$ cat config.mk
export PLATFORM = sky130hd
export DESIGN_NAME = edge_capture_unit
export DESIGN_NICKNAME = d
export VERILOG_FILES = /design/src/rtl/ecap_pkg.sv /design/src/rtl/ecap_sync_edge.sv /design/src/rtl/ecap_channel.sv /design/src/rtl/ecap_count_src.sv /design/src/rtl/edge_capture_unit.sv
export SDC_FILE = /design/constraint.sdc
export NUM_CORES = 1
export LEC_CHECK = 0
export ABC_AREA = 1
export BUFFER_PORTS_ARGS = -buffer_cell sky130_fd_sc_hd__buf_4
export CAP_MARGIN = 40
export CORE_MARGIN = 2
export CORE_UTILIZATION = 54
export CTS_BUF_LIST = sky130_fd_sc_hd__clkbuf_16
export DETAILED_ROUTE_END_ITERATION = 16
export GPL_TIMING_DRIVEN = 0
export PLACE_DENSITY_LB_ADDON = 0.25
export SKIP_CTS_REPAIR_TIMING = 1
export SLEW_MARGIN = 20
export SYNTH_ARGS = -nofsm -noshare
export SYNTH_HDL_FRONTEND = slang
export SYNTH_SLANG_ARGS = --single-unit
$ cat constraint.sdc
create_clock -name clk -period 3.43 [get_ports clk]
set_clock_uncertainty 0.1 [all_clocks]
set_input_delay 0.686 -clock clk [delete_from_list [all_inputs] [get_ports clk]]
set_output_delay 0.686 -clock clk [all_outputs]
set_load 0.05 [all_outputs]
$ cat src/rtl/ecap_pkg.sv
package ecap_pkg;
  localparam int MAX_CH    = 4;
  localparam int SEL_W     = $clog2(MAX_CH);
  localparam int FLAG_BASE = 4;
  localparam int ADDR_CAPCTL = 0;
  localparam int ADDR_CNTCTL = 1;
  localparam int ADDR_FLAGS  = 2;
  localparam int ADDR_CAP0   = 3;

  typedef enum logic [1:0] {
    CNT_TIMER = 2'b00,
    CNT_RISE  = 2'b01,
    CNT_FALL  = 2'b10,
    CNT_BOTH  = 2'b11
  } cnt_mode_e;

  // Per-channel capture configuration: bit0 rise, bit1 fall, bit2 irq.
  typedef struct packed {
    logic irq_en;
    logic fall_en;
    logic rise_en;
  } cap_cfg_t;
endpackage

$ cat src/rtl/ecap_sync_edge.sv
module ecap_sync_edge #(
  parameter int NCH = 4
) (
  input  logic           clk,
  input  logic           rst,
  input  logic [NCH-1:0] pin,
  output logic [NCH-1:0] rise,
  output logic [NCH-1:0] fall
);
  logic [NCH-1:0] s1_q, s2_q, s3_q;

  always_ff @(posedge clk) begin
    if (rst) begin
      s1_q <= '0;
      s2_q <= '0;
      s3_q <= '0;
    end else begin
      s1_q <= pin;
      s2_q <= s1_q;
      s3_q <= s2_q;
    end
  end

  genvar g;
  generate
    for (g = 0; g < NCH; g++) begin : g_edge
      assign rise[g] = s2_q[g] & ~s3_q[g];
      assign fall[g] = ~s2_q[g] & s3_q[g];

      // a detected rise reflects a high pin two samples earlier
      assert_rise_lat_R2: assert property (@(posedge clk) disable iff (rst)
        rise[g] |-> $past(pin[g], 2));
      assert_fall_lat_R2: assert property (@(posedge clk) disable iff (rst)
        fall[g] |-> !$past(pin[g], 2));
    end
  endgenerate
endmodule

$ cat src/rtl/ecap_channel.sv
module ecap_channel
  import ecap_pkg::*;
#(
  parameter int CW = 32
) (
  input  logic          clk,
  input  logic          rst,
  input  logic          rise,
  input  logic          fall,
  input  cap_cfg_t      cfg,
  input  logic [CW-1:0] count_in,
  input  logic          clr,
  output logic [CW-1:0] cap_val,
  output logic          flag,
  output logic          flag_nxt
);
  logic hit;

  assign hit      = (rise & cfg.rise_en) | (fall & cfg.fall_en);
  assign flag_nxt = hit ? 1'b1 : (clr ? 1'b0 : flag);

  always_ff @(posedge clk) begin
    if (rst) begin
      cap_val <= '0;
      flag    <= 1'b0;
    end else begin
      if (hit) cap_val <= count_in;
      flag <= flag_nxt;
    end
  end

  assert_cap_load_R3: assert property (@(posedge clk) disable iff (rst)
    hit |=> (cap_val == $past(count_in)));
  assert_cap_hold_R3: assert property (@(posedge clk) disable iff (rst)
    !hit |=> $stable(cap_val));
  assert_flag_win_R6: assert property (@(posedge clk) disable iff (rst)
    hit |=> flag);
  assert_flag_clr_R5: assert property (@(posedge clk) disable iff (rst)
    (clr && !hit) |=> !flag);
endmodule

$ cat src/rtl/ecap_count_src.sv
module ecap_count_src
  import ecap_pkg::*;
#(
  parameter int NCH = 4
) (
  input  logic             clk,
  input  logic             rst,
  input  cnt_mode_e        mode,
  input  logic [SEL_W-1:0] sel,
  input  logic             tick,
  input  logic [NCH-1:0]   rise,
  input  logic [NCH-1:0]   fall,
  output logic             cnt_en
);
  logic [MAX_CH-1:0] rise_x, fall_x;
  logic              sel_ok;
  logic              ev;

  assign rise_x = MAX_CH'(rise);
  assign fall_x = MAX_CH'(fall);
  assign sel_ok = (int'(sel) < NCH);

  always_comb begin
    ev = 1'b0;
    unique case (mode)
      CNT_TIMER: ev = tick;
      CNT_RISE:  ev = sel_ok & rise_x[sel];
      CNT_FALL:  ev = sel_ok & fall_x[sel];
      CNT_BOTH:  ev = sel_ok & (rise_x[sel] | fall_x[sel]);
      default:   ev = 1'b0;
    endcase
  end

  always_ff @(posedge clk) begin
    if (rst) cnt_en <= 1'b0;
    else     cnt_en <= ev;
  end

  assert_timer_follow_R8: assert property (@(posedge clk) disable iff (rst)
    (mode == CNT_TIMER) |=> (cnt_en == $past(tick)));
  assert_ctr_quiet_R9: assert property (@(posedge clk) disable iff (rst)
    ((mode != CNT_TIMER) && !(|rise) && !(|fall)) |=> !cnt_en);
endmodule

$ cat src/rtl/edge_capture_unit.sv
module edge_capture_unit
  import ecap_pkg::*;
#(
  parameter int NCH = 4,
  parameter int CW  = 32,
  parameter int AW  = 3,
  parameter int DW  = 32
) (
  input  logic              clk,
  input  logic              rst,
  input  logic              bus_wr,
  input  logic [AW-1:0]     bus_addr,
  input  logic [DW-1:0]     bus_wdata,
  output logic [DW-1:0]     bus_rdata,
  input  logic [NCH-1:0]    cap_pin,
  input  logic [CW-1:0]     count_in,
  input  logic              presc_tick,
  output logic [NCH*CW-1:0] cap_val,
  output logic [NCH-1:0]    cap_flag,
  output logic              cap_irq,
  output logic              cnt_en
);
  localparam int CFG_W = 3 * NCH;
  localparam int RW    = (CW < DW) ? CW : DW;

  cap_cfg_t [NCH-1:0] capcfg_q, capcfg_nxt;
  cnt_mode_e          mode_q;
  logic [SEL_W-1:0]   sel_q;
  logic [NCH-1:0]     rise, fall, clr, flag_nxt, ie_nxt, ie_q;
  logic [CW-1:0]      cap_arr [NCH];
  logic [DW-1:0]      rdata_d;
  logic               wr_cap, wr_cnt, wr_flg;

  assign wr_cap = bus_wr && (bus_addr == AW'(ADDR_CAPCTL));
  assign wr_cnt = bus_wr && (bus_addr == AW'(ADDR_CNTCTL));
  assign wr_flg = bus_wr && (bus_addr == AW'(ADDR_FLAGS));
  assign clr    = wr_flg ? bus_wdata[FLAG_BASE +: NCH] : '0;

  assign capcfg_nxt = wr_cap ? bus_wdata[CFG_W-1:0] : capcfg_q;

  always_ff @(posedge clk) begin
    if (rst) begin
      capcfg_q <= '0;
      mode_q   <= CNT_TIMER;
      sel_q    <= '0;
    end else begin
      capcfg_q <= capcfg_nxt;
      if (wr_cnt) begin
        mode_q <= cnt_mode_e'(bus_wdata[1:0]);
        sel_q  <= bus_wdata[2 +: SEL_W];
      end
    end
  end

  ecap_sync_edge #(.NCH(NCH)) u_sync (
    .clk (clk),
    .rst (rst),
    .pin (cap_pin),
    .rise(rise),
    .fall(fall)
  );

  genvar g;
  generate
    for (g = 0; g < NCH; g++) begin : g_ch
      ecap_channel #(.CW(CW)) u_ch (
        .clk     (clk),
        .rst     (rst),
        .rise    (rise[g]),
        .fall    (fall[g]),
        .cfg     (capcfg_q[g]),
        .count_in(count_in),
        .clr     (clr[g]),
        .cap_val (cap_arr[g]),
        .flag    (cap_flag[g]),
        .flag_nxt(flag_nxt[g])
      );
      assign cap_val[g*CW +: CW] = cap_arr[g];
      assign ie_nxt[g] = capcfg_nxt[g].irq_en;
      assign ie_q[g]   = capcfg_q[g].irq_en;
    end
  endgenerate

  ecap_count_src #(.NCH(NCH)) u_cnt (
    .clk   (clk),
    .rst   (rst),
    .mode  (mode_q),
    .sel   (sel_q),
    .tick  (presc_tick),
    .rise  (rise),
    .fall  (fall),
    .cnt_en(cnt_en)
  );

  always_comb begin
    rdata_d = '0;
    if (bus_addr == AW'(ADDR_CAPCTL)) rdata_d[CFG_W-1:0] = capcfg_q;
    if (bus_addr == AW'(ADDR_CNTCTL)) rdata_d[2+SEL_W-1:0] = {sel_q, mode_q};
    if (bus_addr == AW'(ADDR_FLAGS))  rdata_d[FLAG_BASE +: NCH] = cap_flag;
    for (int i = 0; i < NCH; i++) begin
      if (bus_addr == AW'(ADDR_CAP0 + i)) rdata_d[RW-1:0] = cap_arr[i][RW-1:0];
    end
  end

  always_ff @(posedge clk) begin
    if (rst) begin
      bus_rdata <= '0;
      cap_irq   <= 1'b0;
    end else begin
      bus_rdata <= rdata_d;
      cap_irq   <= |(flag_nxt & ie_nxt);
    end
  end

  assert_irq_src_R7: assert property (@(posedge clk) disable iff (rst)
    cap_irq |-> (|(cap_flag & ie_q)));
  assert_irq_need_R7: assert property (@(posedge clk) disable iff (rst)
    (|(cap_flag & ie_q)) |-> cap_irq);
endmodule

==> flow_results.xml, run 1 <==
<?xml version="1.0" encoding="UTF-8"?>
<metrics>
  <group name="status">
    <metric name="run_status" unit="">finished, final reports clean</metric>
  </group>
  <group name="setup_path">
    <metric name="worstSetupPathType" unit="">register to output port</metric>
    <metric name="worstSetupStartpointType" unit="">register</metric>
    <metric name="timing.critical_path.cells" unit="">buf_4 -&gt; buf_4</metric>
    <metric name="critical_path_peak_fanout" unit="">3</metric>
    <metric name="cpMostUsedCell" unit="">sky130_fd_sc_hd__buf_4</metric>
    <metric name="crit_slowest_cell" unit="">sky130_fd_sc_hd__dfxtp_1</metric>
    <metric name="critical_path.max_stage_delay" unit="ps">440</metric>
    <metric name="worst-endpoint-arrival" unit="ps">1210</metric>
    <metric name="worstPathRequired" unit="ps">2640</metric>
    <metric name="nature_of_the_critical_path_endpoint" unit="">output port</metric>
  </group>
  <group name="route">
    <metric name="viasPerCell" unit="">5.63</metric>
    <metric name="detail_route.wl_per_cell" unit="um">18.4</metric>
    <metric name="drt_drc_violations_left" unit="">0</metric>
    <metric name="top_layer" unit="">met4</metric>
    <metric name="finalWirelength" unit="um">26400</metric>
    <metric name="met3_wirelength" unit="um">2890</metric>
    <metric name="met2RoutedLength" unit="um">12500</metric>
    <metric name="dr.first_iter.drc_count" unit="">981</metric>
    <metric name="first_pass_iters" unit="">6</metric>
    <metric name="final_antenna_net_count" unit="">0</metric>
    <metric name="via_count" unit="">8067</metric>
    <metric name="route.layer.met1.wl" unit="um">10300</metric>
  </group>
  <group name="clock_tree">
    <metric name="cts_inserted_buffers" unit="">17</metric>
    <metric name="clk_pin_slew_worst_paths" unit="ps">70</metric>
    <metric name="clock_sink_count" unit="">194</metric>
    <metric name="tritoncts" unit="">yes</metric>
    <metric name="clock_tree.htree_level_count" unit="">4</metric>
    <metric name="cts-root-to-sink-buffers" unit="">2</metric>
    <metric name="worst_skew_pair.late_latency" unit="ps">440</metric>
    <metric name="root_buffer" unit="">sky130_fd_sc_hd__clkbuf_16</metric>
  </group>
  <group name="sta">
    <metric name="final_hold_viol_count" unit="">0</metric>
    <metric name="slew_headroom" unit="%">52.7</metric>
    <metric name="final.period_utilization" unit="%">58.2</metric>
    <metric name="fin_setup_tns" unit="ps">0</metric>
    <metric name="finalSetupViolations" unit="">0</metric>
    <metric name="max_freq" unit="MHz">501</metric>
    <metric name="tightest_slew" unit="ps">710</metric>
    <metric name="layout_min_cycle_time" unit="ps">2000</metric>
    <metric name="final_slew_violations" unit="">0</metric>
    <metric name="grt_setup_unrepaired" unit="">false</metric>
    <metric name="fin_ws" unit="ps">1430</metric>
  </group>
  <group name="job">
    <metric name="drv.max_cap_violation_count" unit="">0</metric>
  </group>
  <group name="grt">
    <metric name="antenna_violations_before_repair" unit="">0</metric>
    <metric name="globalRouteOverflowTotal" unit="">0</metric>
    <metric name="grt_start_max_net_pins" unit="">18</metric>
    <metric name="groute.usage.overall" unit="%">35.3</metric>
    <metric name="first_global_vias" unit="">7219</metric>
    <metric name="wire_length_of_the_first_global_routing_pass" unit="um">39600</metric>
  </group>
  <group name="placed_design">
    <metric name="globalplace.congestion" unit="">0.961</metric>
    <metric name="buffer_ports.inserted" unit="">219</metric>
    <metric name="dpl.hpwl" unit="um">18900</metric>
    <metric name="dp_slack" unit="ps">1140</metric>
  </group>
  <group name="synth">
    <metric name="ys_types" unit="">23</metric>
    <metric name="syn_area" unit="mm^2">0.00743</metric>
    <metric name="synthesis.instances" unit="">1006</metric>
    <metric name="post_synth_xor_xnor_area" unit="%">0</metric>
    <metric name="yosys_register_bits" unit="">194</metric>
    <metric name="post_synth_mux_area_share" unit="%">0</metric>
    <metric name="adder_cell_fraction_of_synth_area" unit="%">0</metric>
    <metric name="ys_warn_count" unit="">0</metric>
    <metric name="synth_simple_gate_area_share" unit="%">21.8</metric>
    <metric name="synth_top_family_by_area" unit="">simple AND/OR/NAND/NOR gates</metric>
    <metric name="post_synth.cell_area_avg" unit="um^2">7.39</metric>
    <metric name="synth_seq_area_share" unit="%">52.3</metric>
    <metric name="synth_compound_gate_area_share" unit="%">18.0</metric>
    <metric name="syn-num-nets" unit="">1081</metric>
  </group>
  <group name="finish">
    <metric name="insertedDiodeCount" unit="">0</metric>
    <metric name="area_growth_syn_to_layout" unit="%">33.2</metric>
    <metric name="drive_above_1_share" unit="%">22.1</metric>
    <metric name="finalNetCount" unit="">1319</metric>
  </group>
  <group name="die">
    <metric name="initial_util" unit="%">55.7</metric>
    <metric name="die_area" unit="mm^2">0.0147</metric>
    <metric name="die_wd" unit="um">121</metric>
    <metric name="floorplan.die.height" unit="um">121</metric>
    <metric name="fp-row-count" unit="">42</metric>
    <metric name="floorplan.io_pins" unit="">241</metric>
    <metric name="standard_cell_core_area" unit="mm^2">0.0133</metric>
  </group>
  <group name="power">
    <metric name="power-per-cell-area" unit="mW/mm^2">480</metric>
    <metric name="ir_drop" unit="mV">0.360</metric>
    <metric name="leakage" unit="nW">4.56</metric>
  </group>
  <group name="hold_path">
    <metric name="classification_of_the_worst_slack_hold_path" unit="">register to register</metric>
  </group>
</metrics>
## layer usage
layer  vias to the layer above  GRT usage, %
met5                         -             0
met4                         0          13.1
met3                        65          7.52
met2                       537          57.8
met1                      3731          46.1
li1                       3734             -
## power by group
part / internal, mW / switching (mW) / leakage [nW]
sequential: 2.29 / 0.0254 / 1.57
clock: 1.16 / 0.916 / 0.296
combinational: 0.112 / 0.259 / 2.70
total: 3.55 / 1.20 / 4.56
## Yosys cell counts (all sizes together)
master | instances | area share [%]
nand2 | 122 | 6.3
nor3 | 1 | 0.067
inv | 78 | 3.9
clkinv | 3 | 0.15
a21oi | 77 | 5.2
nand3 | 30 | 2.0
a41oi | 3 | 0.35
nor2 | 244 | 13
o2111ai | 2 | 0.24
clkbuf | 44 | 2.3
o221ai | 4 | 0.47
nand4 | 10 | 0.84
buf | 19 | 1.6
o21ai | 175 | 12
dfxtp | 194 | 52
## critical path, delay by kind of cell (launching register included)
| kind | cells | cell delay, ps |
|---|---|---|
| flip-flops | 1 | 440 |
| buffers and inverters | 2 | 330 |
## cell usage in the layout (no fill, tap or decap), types with 9 or more instances in the layout
master                      count
sky130_fd_sc_hd__clkbuf_16     17
sky130_fd_sc_hd__nand3_1       30
sky130_fd_sc_hd__o21ai_0      170
sky130_fd_sc_hd__inv_1         74
sky130_fd_sc_hd__clkbuf_1      42
sky130_fd_sc_hd__buf_2          9
sky130_fd_sc_hd__buf_4        228
sky130_fd_sc_hd__nand2_1      121
sky130_fd_sc_hd__nand4_1       10
sky130_fd_sc_hd__a21oi_1       77
sky130_fd_sc_hd__nor2_1       240
sky130_fd_sc_hd__dfxtp_1      194
## logic make-up after synthesis
logic type             count (synthesis)
buffers and inverters                144
AO/OA/AOI/OAI                        261
flip-flops                           194
AND/OR/NAND/NOR                      407
## cell type report
class / instances / area, um^2
clock inverter: 15 / 179
multi-input combinational: 668 / 2960
timing repair buffer: 219 / 1640
tap: 176 / 220
buffer: 63 / 284
inverter: 81 / 304
clock buffer: 17 / 425
fill: 1092 / 3450
sequential: 194 / 3880
## registers in the layout, summed over array words and instances, names as in the netlist
name	count
capcfg_q	12
g_ch.u_ch.cap_val	128
u_sync.s3_q	4
u_cnt.cnt_en	1
g_ch.u_ch.flag	4
sel_q	2
cap_irq	1
bus_rdata	32
u_sync.s2_q	4
mode_q	2
u_sync.s1_q	4
## path summary, 6_finish.rpt
kind / from / to / slack [ps] / cells past startpoint
worst max-delay path: g_ch[2].u_ch.flag / cap_flag[2] / 1430 / 2
worst min-delay path: u_sync.s1_q[2] / u_sync.s2_q[2] / 310 / 2
worst max register to register: u_sync.s2_q[2] / g_ch[2].u_ch.cap_val[20] / 1450 / 6
worst min register to register: u_sync.s1_q[2] / u_sync.s2_q[2] / 310 / 2
## metrics by stage
step	hold WS (ps)	util (%)	cells	area, um^2	power (mW)
final	307	74.2	1433	9900	4.75
after global routing	336	74.2	1433	9900	4.85
after CTS	309	74.2	1433	9900	4.74
after detailed placement	300	69.6	1401	9300	2.72
after global placement	295	69.6	1401	9300	2.72
after floorplan	288	-	1006	7430	2.55
No activity file was read; power rests on OpenSTA's default activity.
==> inputs of run 2 (changes only) <==
--- a/config.mk
+++ b/config.mk
@@ -9,7 +9,7 @@
 export BUFFER_PORTS_ARGS = -buffer_cell sky130_fd_sc_hd__buf_4
 export CAP_MARGIN = 40
 export CORE_MARGIN = 2
-export CORE_UTILIZATION = 54
+export CORE_UTILIZATION = 51
 export CTS_BUF_LIST = sky130_fd_sc_hd__clkbuf_16
 export DETAILED_ROUTE_END_ITERATION = 16
 export GPL_TIMING_DRIVEN = 0
==> constraint.sdc (replaced) <==
create_clock -name clk -period 1.92 [get_ports clk]
set_clock_uncertainty 0.1 [all_clocks]
set_input_delay 0.384 -clock clk [delete_from_list [all_inputs] [get_ports clk]]
set_output_delay 0.384 -clock clk [all_outputs]
set_load 0.05 [all_outputs]
==> run 2 against run 1 <==
  * Routed wire length down 0.85%
  * Sequential power is 79% higher
  * Design area increased by 0.24%
  * Die area grew 5.7%
  * Power rose by 78%
  * Utilization is 5.1 points lower
  * Critical path depth increased by 5
  * Critical path type is now register to register
==> flow_results.xml, run 2 (same netlist as run 1, synthesis figures left out) <==
<?xml version="1.0" encoding="UTF-8"?>
<metrics>
  <group name="finish">
    <metric name="drive_above_1_share" unit="%">22.9</metric>
    <metric name="layout_commonest_cell" unit="">sky130_fd_sc_hd__nor2_1</metric>
    <metric name="leading_cell_types_in_the_layout_fill_and_taps_excluded" unit="">240 x sky130_fd_sc_hd__nor2_1, 228 x sky130_fd_sc_hd__buf_4, 194 x sky130_fd_sc_hd__dfxtp_1</metric>
    <metric name="finalNetCount" unit="">1319</metric>
    <metric name="largest_reg_flops" unit="">128</metric>
    <metric name="final_cell_count_no_fill" unit="">1440</metric>
    <metric name="insertedDiodeCount" unit="">0</metric>
    <metric name="number_of_fill_cells_in_the_layout" unit="">1252</metric>
    <metric name="largest_register_by_flop_count" unit="">g_ch.u_ch.cap_val</metric>
    <metric name="area_growth_syn_to_layout" unit="%">33.5</metric>
    <metric name="reg_top3" unit="">g_ch.u_ch.cap_val x128, bus_rdata x32, capcfg_q x12</metric>
  </group>
  <group name="grt">
    <metric name="grt_start_max_net_pins" unit="">17</metric>
    <metric name="groute.usage.overall" unit="%">32.6</metric>
    <metric name="wire_length_of_the_first_global_routing_pass" unit="um">39800</metric>
    <metric name="groute.layer.met1.usage" unit="%">43.5</metric>
    <metric name="globalRouteOverflowTotal" unit="">0</metric>
    <metric name="antenna_violations_before_repair" unit="">0</metric>
    <metric name="most_crowded_layer_gr" unit="">met2</metric>
    <metric name="use_met2" unit="%">51.5</metric>
    <metric name="first_global_vias" unit="">7293</metric>
    <metric name="gr-usage-met3" unit="%">6.87</metric>
  </group>
  <group name="setup_path">
    <metric name="worstSetupPathType" unit="">register to register</metric>
    <metric name="nature_of_the_critical_path_endpoint" unit="">register</metric>
    <metric name="critical_path.max_stage_delay" unit="ps">490</metric>
    <metric name="rr_worst_depth" unit="">7</metric>
    <metric name="timing.critical_path.cells" unit="">inv_2 -&gt; nand3_1 -&gt; nand2_1 -&gt; inv_1 -&gt; buf_2 -&gt; buf_1 -&gt; a21oi_1</metric>
    <metric name="worstSetupStartpointType" unit="">register</metric>
    <metric name="crit_slowest_cell" unit="">sky130_fd_sc_hd__buf_1</metric>
    <metric name="worst-endpoint-arrival" unit="ps">1990</metric>
    <metric name="worstPathRequired" unit="ps">2120</metric>
    <metric name="critical_path_peak_fanout" unit="">10</metric>
  </group>
  <group name="clock_tree">
    <metric name="worst_skew_pair.late_latency" unit="ps">430</metric>
    <metric name="clock_sink_count" unit="">194</metric>
    <metric name="cts-root-to-sink-buffers" unit="">2</metric>
    <metric name="cts_inserted_buffers" unit="">17</metric>
    <metric name="tritoncts" unit="">yes</metric>
    <metric name="clk_pin_slew_worst_paths" unit="ps">70</metric>
    <metric name="clock_tree.htree_level_count" unit="">4</metric>
    <metric name="root_buffer" unit="">sky130_fd_sc_hd__clkbuf_16</metric>
  </group>
  <group name="die">
    <metric name="die_wd" unit="um">125</metric>
    <metric name="initial_util" unit="%">51.7</metric>
    <metric name="standard_cell_core_area" unit="mm^2">0.0144</metric>
    <metric name="die_area" unit="mm^2">0.0156</metric>
    <metric name="floorplan.die.height" unit="um">125</metric>
    <metric name="floorplan.io_pins" unit="">241</metric>
    <metric name="fp-row-count" unit="">44</metric>
  </group>
  <group name="sta">
    <metric name="fin_ws" unit="ps">126</metric>
    <metric name="final.period_utilization" unit="%">93.5</metric>
    <metric name="final_slew_violations" unit="">0</metric>
    <metric name="slew_headroom" unit="%">55.4</metric>
    <metric name="grt_setup_unrepaired" unit="">false</metric>
    <metric name="final_hold_viol_count" unit="">0</metric>
    <metric name="tightest_slew" unit="ps">668</metric>
    <metric name="finalSetupViolations" unit="">0</metric>
    <metric name="layout_min_cycle_time" unit="ps">1790</metric>
    <metric name="max_freq" unit="MHz">557</metric>
  </group>
  <group name="hold_path">
    <metric name="hold_path_depth" unit="">3</metric>
    <metric name="classification_of_the_worst_slack_hold_path" unit="">input port to register</metric>
  </group>
  <group name="route">
    <metric name="detail_route.wl_per_cell" unit="um">18.2</metric>
    <metric name="via_count" unit="">7953</metric>
    <metric name="dr.first_iter.drc_count" unit="">885</metric>
    <metric name="first_pass_iters" unit="">5</metric>
    <metric name="viasPerCell" unit="">5.52</metric>
    <metric name="finalWirelength" unit="um">26200</metric>
    <metric name="final_antenna_net_count" unit="">0</metric>
    <metric name="drt_drc_violations_left" unit="">0</metric>
  </group>
  <group name="job">
    <metric name="drv.max_cap_violation_count" unit="">0</metric>
  </group>
  <group name="power">
    <metric name="leakage" unit="nW">4.59</metric>
    <metric name="power-per-cell-area" unit="mW/mm^2">853</metric>
    <metric name="ir_drop" unit="mV">0.629</metric>
  </group>
  <group name="placed_design">
    <metric name="dp_slack" unit="ps">-82.0</metric>
    <metric name="place_inst" unit="">1409</metric>
    <metric name="globalplace.congestion" unit="">0.942</metric>
    <metric name="dpl.hpwl" unit="um">18800</metric>
    <metric name="buffer_ports.inserted" unit="">219</metric>
  </group>
  <group name="status">
    <metric name="run_status" unit="">finished, final reports clean</metric>
  </group>
</metrics>
## run 2: stage by stage
step	TNS (ps)	total power, mW	instance area [um^2]	util, %	hold WS, ps
after global placement	-1280	4.86	9310	64.8	295
after detailed placement	-2450	4.86	9310	64.8	298
after CTS	0	8.46	9900	68.9	42.9
final	0	8.47	9920	69.1	48.5
after global routing	0	8.67	9920	69.1	60.2
after floorplan	0	4.55	7430	-	288
## run 2: layout make-up
class	instances	area [um^2]	share of cell area (%)
Buffer	63	299	3.01
Clock buffer	17	425	4.29
Clock inverter	14	170	1.71
Inverter	81	312	3.14
Multi-Input combinational cell	668	2960	29.8
Sequential cell	194	3880	39.1
Tap cell	184	230	2.32
Timing Repair Buffer	219	1640	16.6
## run 2: path summary, 6_finish.rpt
kind | startpoint | end | slack [ps]
setup / recovery | u_sync.s2_q[2] | g_ch[2].u_ch.flag | 130
hold / removal | cap_pin[3] | u_sync.s1_q[3] | 50
setup reg to reg | u_sync.s2_q[2] | g_ch[2].u_ch.flag | 130
hold reg to reg | u_sync.s1_q[0] | u_sync.s2_q[0] | 310
## run 2: routing by layer
metal	up-vias	routed length, um	share of wire, %
met1	3681	10700	41
met2	471	11900	45
li1	3724	-	-
met4	0	917	3.5
met5	-	0	0
met3	77	2730	10
## run 2: critical path: cells and delay by family, from the launching register on
kind            cells  cell delay [ps]
buf+inv             4              890
flops               1              390
compound gates      1              140
simple gates        2              130
## run 2: power breakdown
part	leakage (nW)	internal (mW)	switching, mW
Combinational	2.73	0.200	0.457
Clock	0.296	2.15	1.53
Sequential	1.57	4.08	0.0448
==> inputs of run 3 (changes only) <==
--- a/config.mk
+++ b/config.mk
@@ -9,7 +9,7 @@
 export BUFFER_PORTS_ARGS = -buffer_cell sky130_fd_sc_hd__buf_4
 export CAP_MARGIN = 40
 export CORE_MARGIN = 2
-export CORE_UTILIZATION = 51
+export CORE_UTILIZATION = 46
 export CTS_BUF_LIST = sky130_fd_sc_hd__clkbuf_16
 export DETAILED_ROUTE_END_ITERATION = 16
 export GPL_TIMING_DRIVEN = 0
==> constraint.sdc (replaced) <==
create_clock -name clk -period 1.56 [get_ports clk]
set_clock_uncertainty 0.1 [all_clocks]
set_input_delay 0.312 -clock clk [delete_from_list [all_inputs] [get_ports clk]]
set_output_delay 0.312 -clock clk [all_outputs]
set_load 0.05 [all_outputs]
==> run 3 against run 2 <==
  * Non-clock buffer count up 8
  * The flow now finishes with violations (negative hold slack)
  * Sequential power grew 23%
  * Sequential cell count unchanged
  * Count of clock-buffer cells in the layout did not move
  * Register-to-register slack worse by 80 ps
  * Worst hold slack got worse by 79 ps
  * Via count fell by 1.7%
  * Clock power grew 20%
  * Largest cell class unchanged
==> flow_results.xml, run 3 (same netlist as run 1, synthesis figures left out) <==
<?xml version="1.0" encoding="UTF-8"?>
<metrics>
  <group name="power">
    <metric name="leakage" unit="nW">4.68</metric>
    <metric name="clkPwrFrac" unit="%">42.8</metric>
    <metric name="netSwitchingFraction" unit="%">25.8</metric>
    <metric name="comb_power_share" unit="%">8.0</metric>
    <metric name="sequentialPowerShare" unit="%">49.2</metric>
    <metric name="p_sw" unit="mW">2.66</metric>
    <metric name="power-per-cell-area" unit="mW/mm^2">1020</metric>
    <metric name="power_report.internal_total" unit="mW">7.66</metric>
    <metric name="ir_drop" unit="mV">0.847</metric>
  </group>
  <group name="finish">
    <metric name="finalNetCount" unit="">1327</metric>
    <metric name="reg_top3" unit="">g_ch.u_ch.cap_val x128, bus_rdata x32, capcfg_q x12</metric>
    <metric name="area_growth_syn_to_layout" unit="%">36.2</metric>
    <metric name="leading_cell_types_in_the_layout_fill_and_taps_excluded" unit="">240 x sky130_fd_sc_hd__nor2_1, 239 x sky130_fd_sc_hd__buf_4, 191 x sky130_fd_sc_hd__dfxtp_1</metric>
    <metric name="multi_input_logic_area" unit="mm^2">0.00298</metric>
    <metric name="insertedDiodeCount" unit="">0</metric>
    <metric name="finalInstanceArea" unit="mm^2">0.0101</metric>
    <metric name="final_cell_count_no_fill" unit="">1481</metric>
    <metric name="layout_commonest_cell" unit="">sky130_fd_sc_hd__nor2_1</metric>
    <metric name="drive_above_1_share" unit="%">25.6</metric>
    <metric name="largest_reg_flops" unit="">128</metric>
    <metric name="regArea" unit="mm^2">0.00389</metric>
    <metric name="number_of_fill_cells_in_the_layout" unit="">1442</metric>
    <metric name="largest_register_by_flop_count" unit="">g_ch.u_ch.cap_val</metric>
  </group>
  <group name="placed_design">
    <metric name="globalplace.congestion" unit="">0.930</metric>
    <metric name="place_area" unit="mm^2">0.00935</metric>
    <metric name="place_inst" unit="">1441</metric>
    <metric name="buffer_ports.inserted" unit="">219</metric>
    <metric name="dpl.hpwl" unit="um">19200</metric>
    <metric name="dp_slack" unit="ps">-371</metric>
  </group>
  <group name="setup_path">
    <metric name="worstSetupPathType" unit="">register to output port</metric>
    <metric name="worst-endpoint-arrival" unit="ps">1140</metric>
    <metric name="critical_path_peak_fanout" unit="">3</metric>
    <metric name="regToRegEndpoint" unit="">g_ch[1].u_ch.cap_val[25]</metric>
    <metric name="critPathLaunch" unit="">g_ch[2].u_ch.flag</metric>
    <metric name="rr_worst_depth" unit="">6</metric>
    <metric name="critical_path.reg2reg.startpoint" unit="">capcfg_q[4]</metric>
    <metric name="critical_path.max_stage_delay" unit="ps">390</metric>
    <metric name="crit_buf_inv" unit="">2</metric>
    <metric name="crit_end" unit="">cap_flag[2]</metric>
    <metric name="timing.critical_path.cells" unit="">buf_4 -&gt; buf_4</metric>
    <metric name="worstSetupStartpointType" unit="">register</metric>
    <metric name="cpMostUsedCell" unit="">sky130_fd_sc_hd__buf_4</metric>
    <metric name="critical-path-top-delay-family" unit="">flip-flops</metric>
    <metric name="worstSetupPathDepth" unit="">2</metric>
    <metric name="crit_slowest_cell" unit="">sky130_fd_sc_hd__dfxtp_1</metric>
    <metric name="worstPathRequired" unit="ps">1150</metric>
    <metric name="rrSetupSlack" unit="ps">50</metric>
    <metric name="nature_of_the_critical_path_endpoint" unit="">output port</metric>
  </group>
  <group name="die">
    <metric name="standard_cell_core_area" unit="mm^2">0.0158</metric>
    <metric name="fp-row-count" unit="">46</metric>
    <metric name="floorplan.io_pins" unit="">241</metric>
    <metric name="die_area" unit="mm^2">0.0172</metric>
    <metric name="die_wd" unit="um">131</metric>
    <metric name="floorplan.die.height" unit="um">131</metric>
    <metric name="initial_util" unit="%">46.9</metric>
  </group>
  <group name="hold_path">
    <metric name="classification_of_the_worst_slack_hold_path" unit="">input port to register</metric>
  </group>
  <group name="route">
    <metric name="finalWirelength" unit="um">26400</metric>
    <metric name="via_count" unit="">7820</metric>
    <metric name="first_pass_iters" unit="">5</metric>
    <metric name="drt_drc_violations_left" unit="">0</metric>
    <metric name="viasPerCell" unit="">5.28</metric>
    <metric name="final_antenna_net_count" unit="">0</metric>
    <metric name="detail_route.wl_per_cell" unit="um">17.8</metric>
    <metric name="dr.first_iter.drc_count" unit="">780</metric>
  </group>
  <group name="sta">
    <metric name="final_slew_violations" unit="">0</metric>
    <metric name="max_freq" unit="MHz">645</metric>
    <metric name="worst_slack_on_hold_paths" unit="ps">-30.1</metric>
    <metric name="final.period_utilization" unit="%">99.3</metric>
    <metric name="grt_setup_unrepaired" unit="">true</metric>
    <metric name="tightest_slew" unit="ps">681</metric>
    <metric name="finalSetupViolations" unit="">0</metric>
    <metric name="final_hold_viol_count" unit="">2</metric>
    <metric name="slew_headroom" unit="%">54.6</metric>
    <metric name="fin_ws" unit="ps">10.5</metric>
    <metric name="layout_min_cycle_time" unit="ps">1550</metric>
  </group>
  <group name="clock_tree">
    <metric name="clk_pin_slew_worst_paths" unit="ps">70</metric>
    <metric name="root_buffer" unit="">sky130_fd_sc_hd__clkbuf_16</metric>
    <metric name="clock_sink_count" unit="">194</metric>
    <metric name="worst_skew_pair.late_latency" unit="ps">440</metric>
    <metric name="clock_tree.htree_level_count" unit="">4</metric>
    <metric name="tritoncts" unit="">yes</metric>
    <metric name="cts-root-to-sink-buffers" unit="">2</metric>
    <metric name="cts_inserted_buffers" unit="">17</metric>
  </group>
  <group name="status">
    <metric name="run_status" unit="">complete, but fails checks</metric>
    <metric name="violations" unit="">negative hold slack</metric>
  </group>
  <group name="job">
    <metric name="drv.max_cap_violation_count" unit="">0</metric>
  </group>
  <group name="grt">
    <metric name="groute.usage.overall" unit="%">30.0</metric>
    <metric name="wire_length_of_the_first_global_routing_pass" unit="um">40500</metric>
    <metric name="grt_start_max_net_pins" unit="">18</metric>
    <metric name="first_global_vias" unit="">7196</metric>
    <metric name="globalRouteOverflowTotal" unit="">0</metric>
    <metric name="antenna_violations_before_repair" unit="">0</metric>
  </group>
</metrics>
==> run 3: changes by cell type in the layout (fill, tap and decap cells not counted), moves of 6 or more <==
| cell | delta |
|---|---|
| sky130_fd_sc_hd__clkinv_1 | -6 |
| sky130_fd_sc_hd__o21ai_0 | -13 |
| sky130_fd_sc_hd__o21ai_1 | +11 |
| sky130_fd_sc_hd__clkbuf_4 | +7 |
| sky130_fd_sc_hd__clkbuf_2 | -7 |
| sky130_fd_sc_hd__buf_4 | +11 |
| sky130_fd_sc_hd__clkbuf_1 | -11 |
==> run 3: worst reg2reg max path, cell delays in order, from the launching register on <==
cell	delay [ps]
sky130_fd_sc_hd__dfxtp_1	380
sky130_fd_sc_hd__nand3_1	100
sky130_fd_sc_hd__nand2_2	150
sky130_fd_sc_hd__clkinvlp_4	170
sky130_fd_sc_hd__buf_2	240
sky130_fd_sc_hd__o21ai_0	170
sky130_fd_sc_hd__a21oi_1	70
==> run 3: worst min-delay path by stage <==
| stage | endpoint | cells after the start | slack (ps) | startpoint |
|---|---|---|---|---|
| 2_1_floorplan | u_sync.s2_q[0] | 2 | 290 | u_sync.s1_q[0] |
| 3_3_place_gp | u_sync.s2_q[0] | 2 | 290 | u_sync.s1_q[0] |
| 3_5_place_dp | u_sync.s2_q[0] | 2 | 300 | u_sync.s1_q[0] |
| 4_1_cts | u_sync.s1_q[1] | 3 | -30 | cap_pin[1] |
| 5_1_grt | u_sync.s1_q[1] | 3 | 10 | cap_pin[1] |
| 6_report | u_sync.s1_q[1] | 3 | -30 | cap_pin[1] |
==> run 3: cell type report <==
type	count	share of cell area [%]
clock inverters	15	1.54
multi-input cells	668	29.5
inverters	81	3.04
repair buffers	227	17.0
well taps	216	2.67
flip-flops and latches	194	38.4
clock buffers	17	4.20
plain buffers	63	3.63
==> run 3: power groups by stage <==
stage | combinational (mW) | sequential (mW) | clock [mW]
after global routing | 0.883 | 5.09 | 4.62
after global placement | 0.794 | 5.19 | 0
after CTS | 0.800 | 5.08 | 4.43
after floorplan | 0.258 | 5.35 | 0
after detailed placement | 0.795 | 5.19 | 0
final | 0.828 | 5.08 | 4.42
==> run 3: routing by layer <==
metal	vias up	track usage, %	wire [um]
met5	-	0	0
met4	0	13.3	944
met3	62	5.90	2370
met2	407	46.8	11700
met1	3615	40.4	11300
li1	3736	-	-
==> run 3: through the flow <==
step | total power, mW | utilization, % | setup TNS (ps) | hold slack [ps]
2_1_floorplan | 5.60 | - | 0 | 288
3_3_place_gp | 5.98 | 59.0 | -41220 | 293
3_5_place_dp | 5.99 | 59.0 | -41770 | 297
4_1_cts | 10.3 | 62.7 | -28450 | -33.9
5_1_grt | 10.6 | 64.0 | -369 | 12.9
6_report | 10.3 | 64.0 | 0 | -30.1
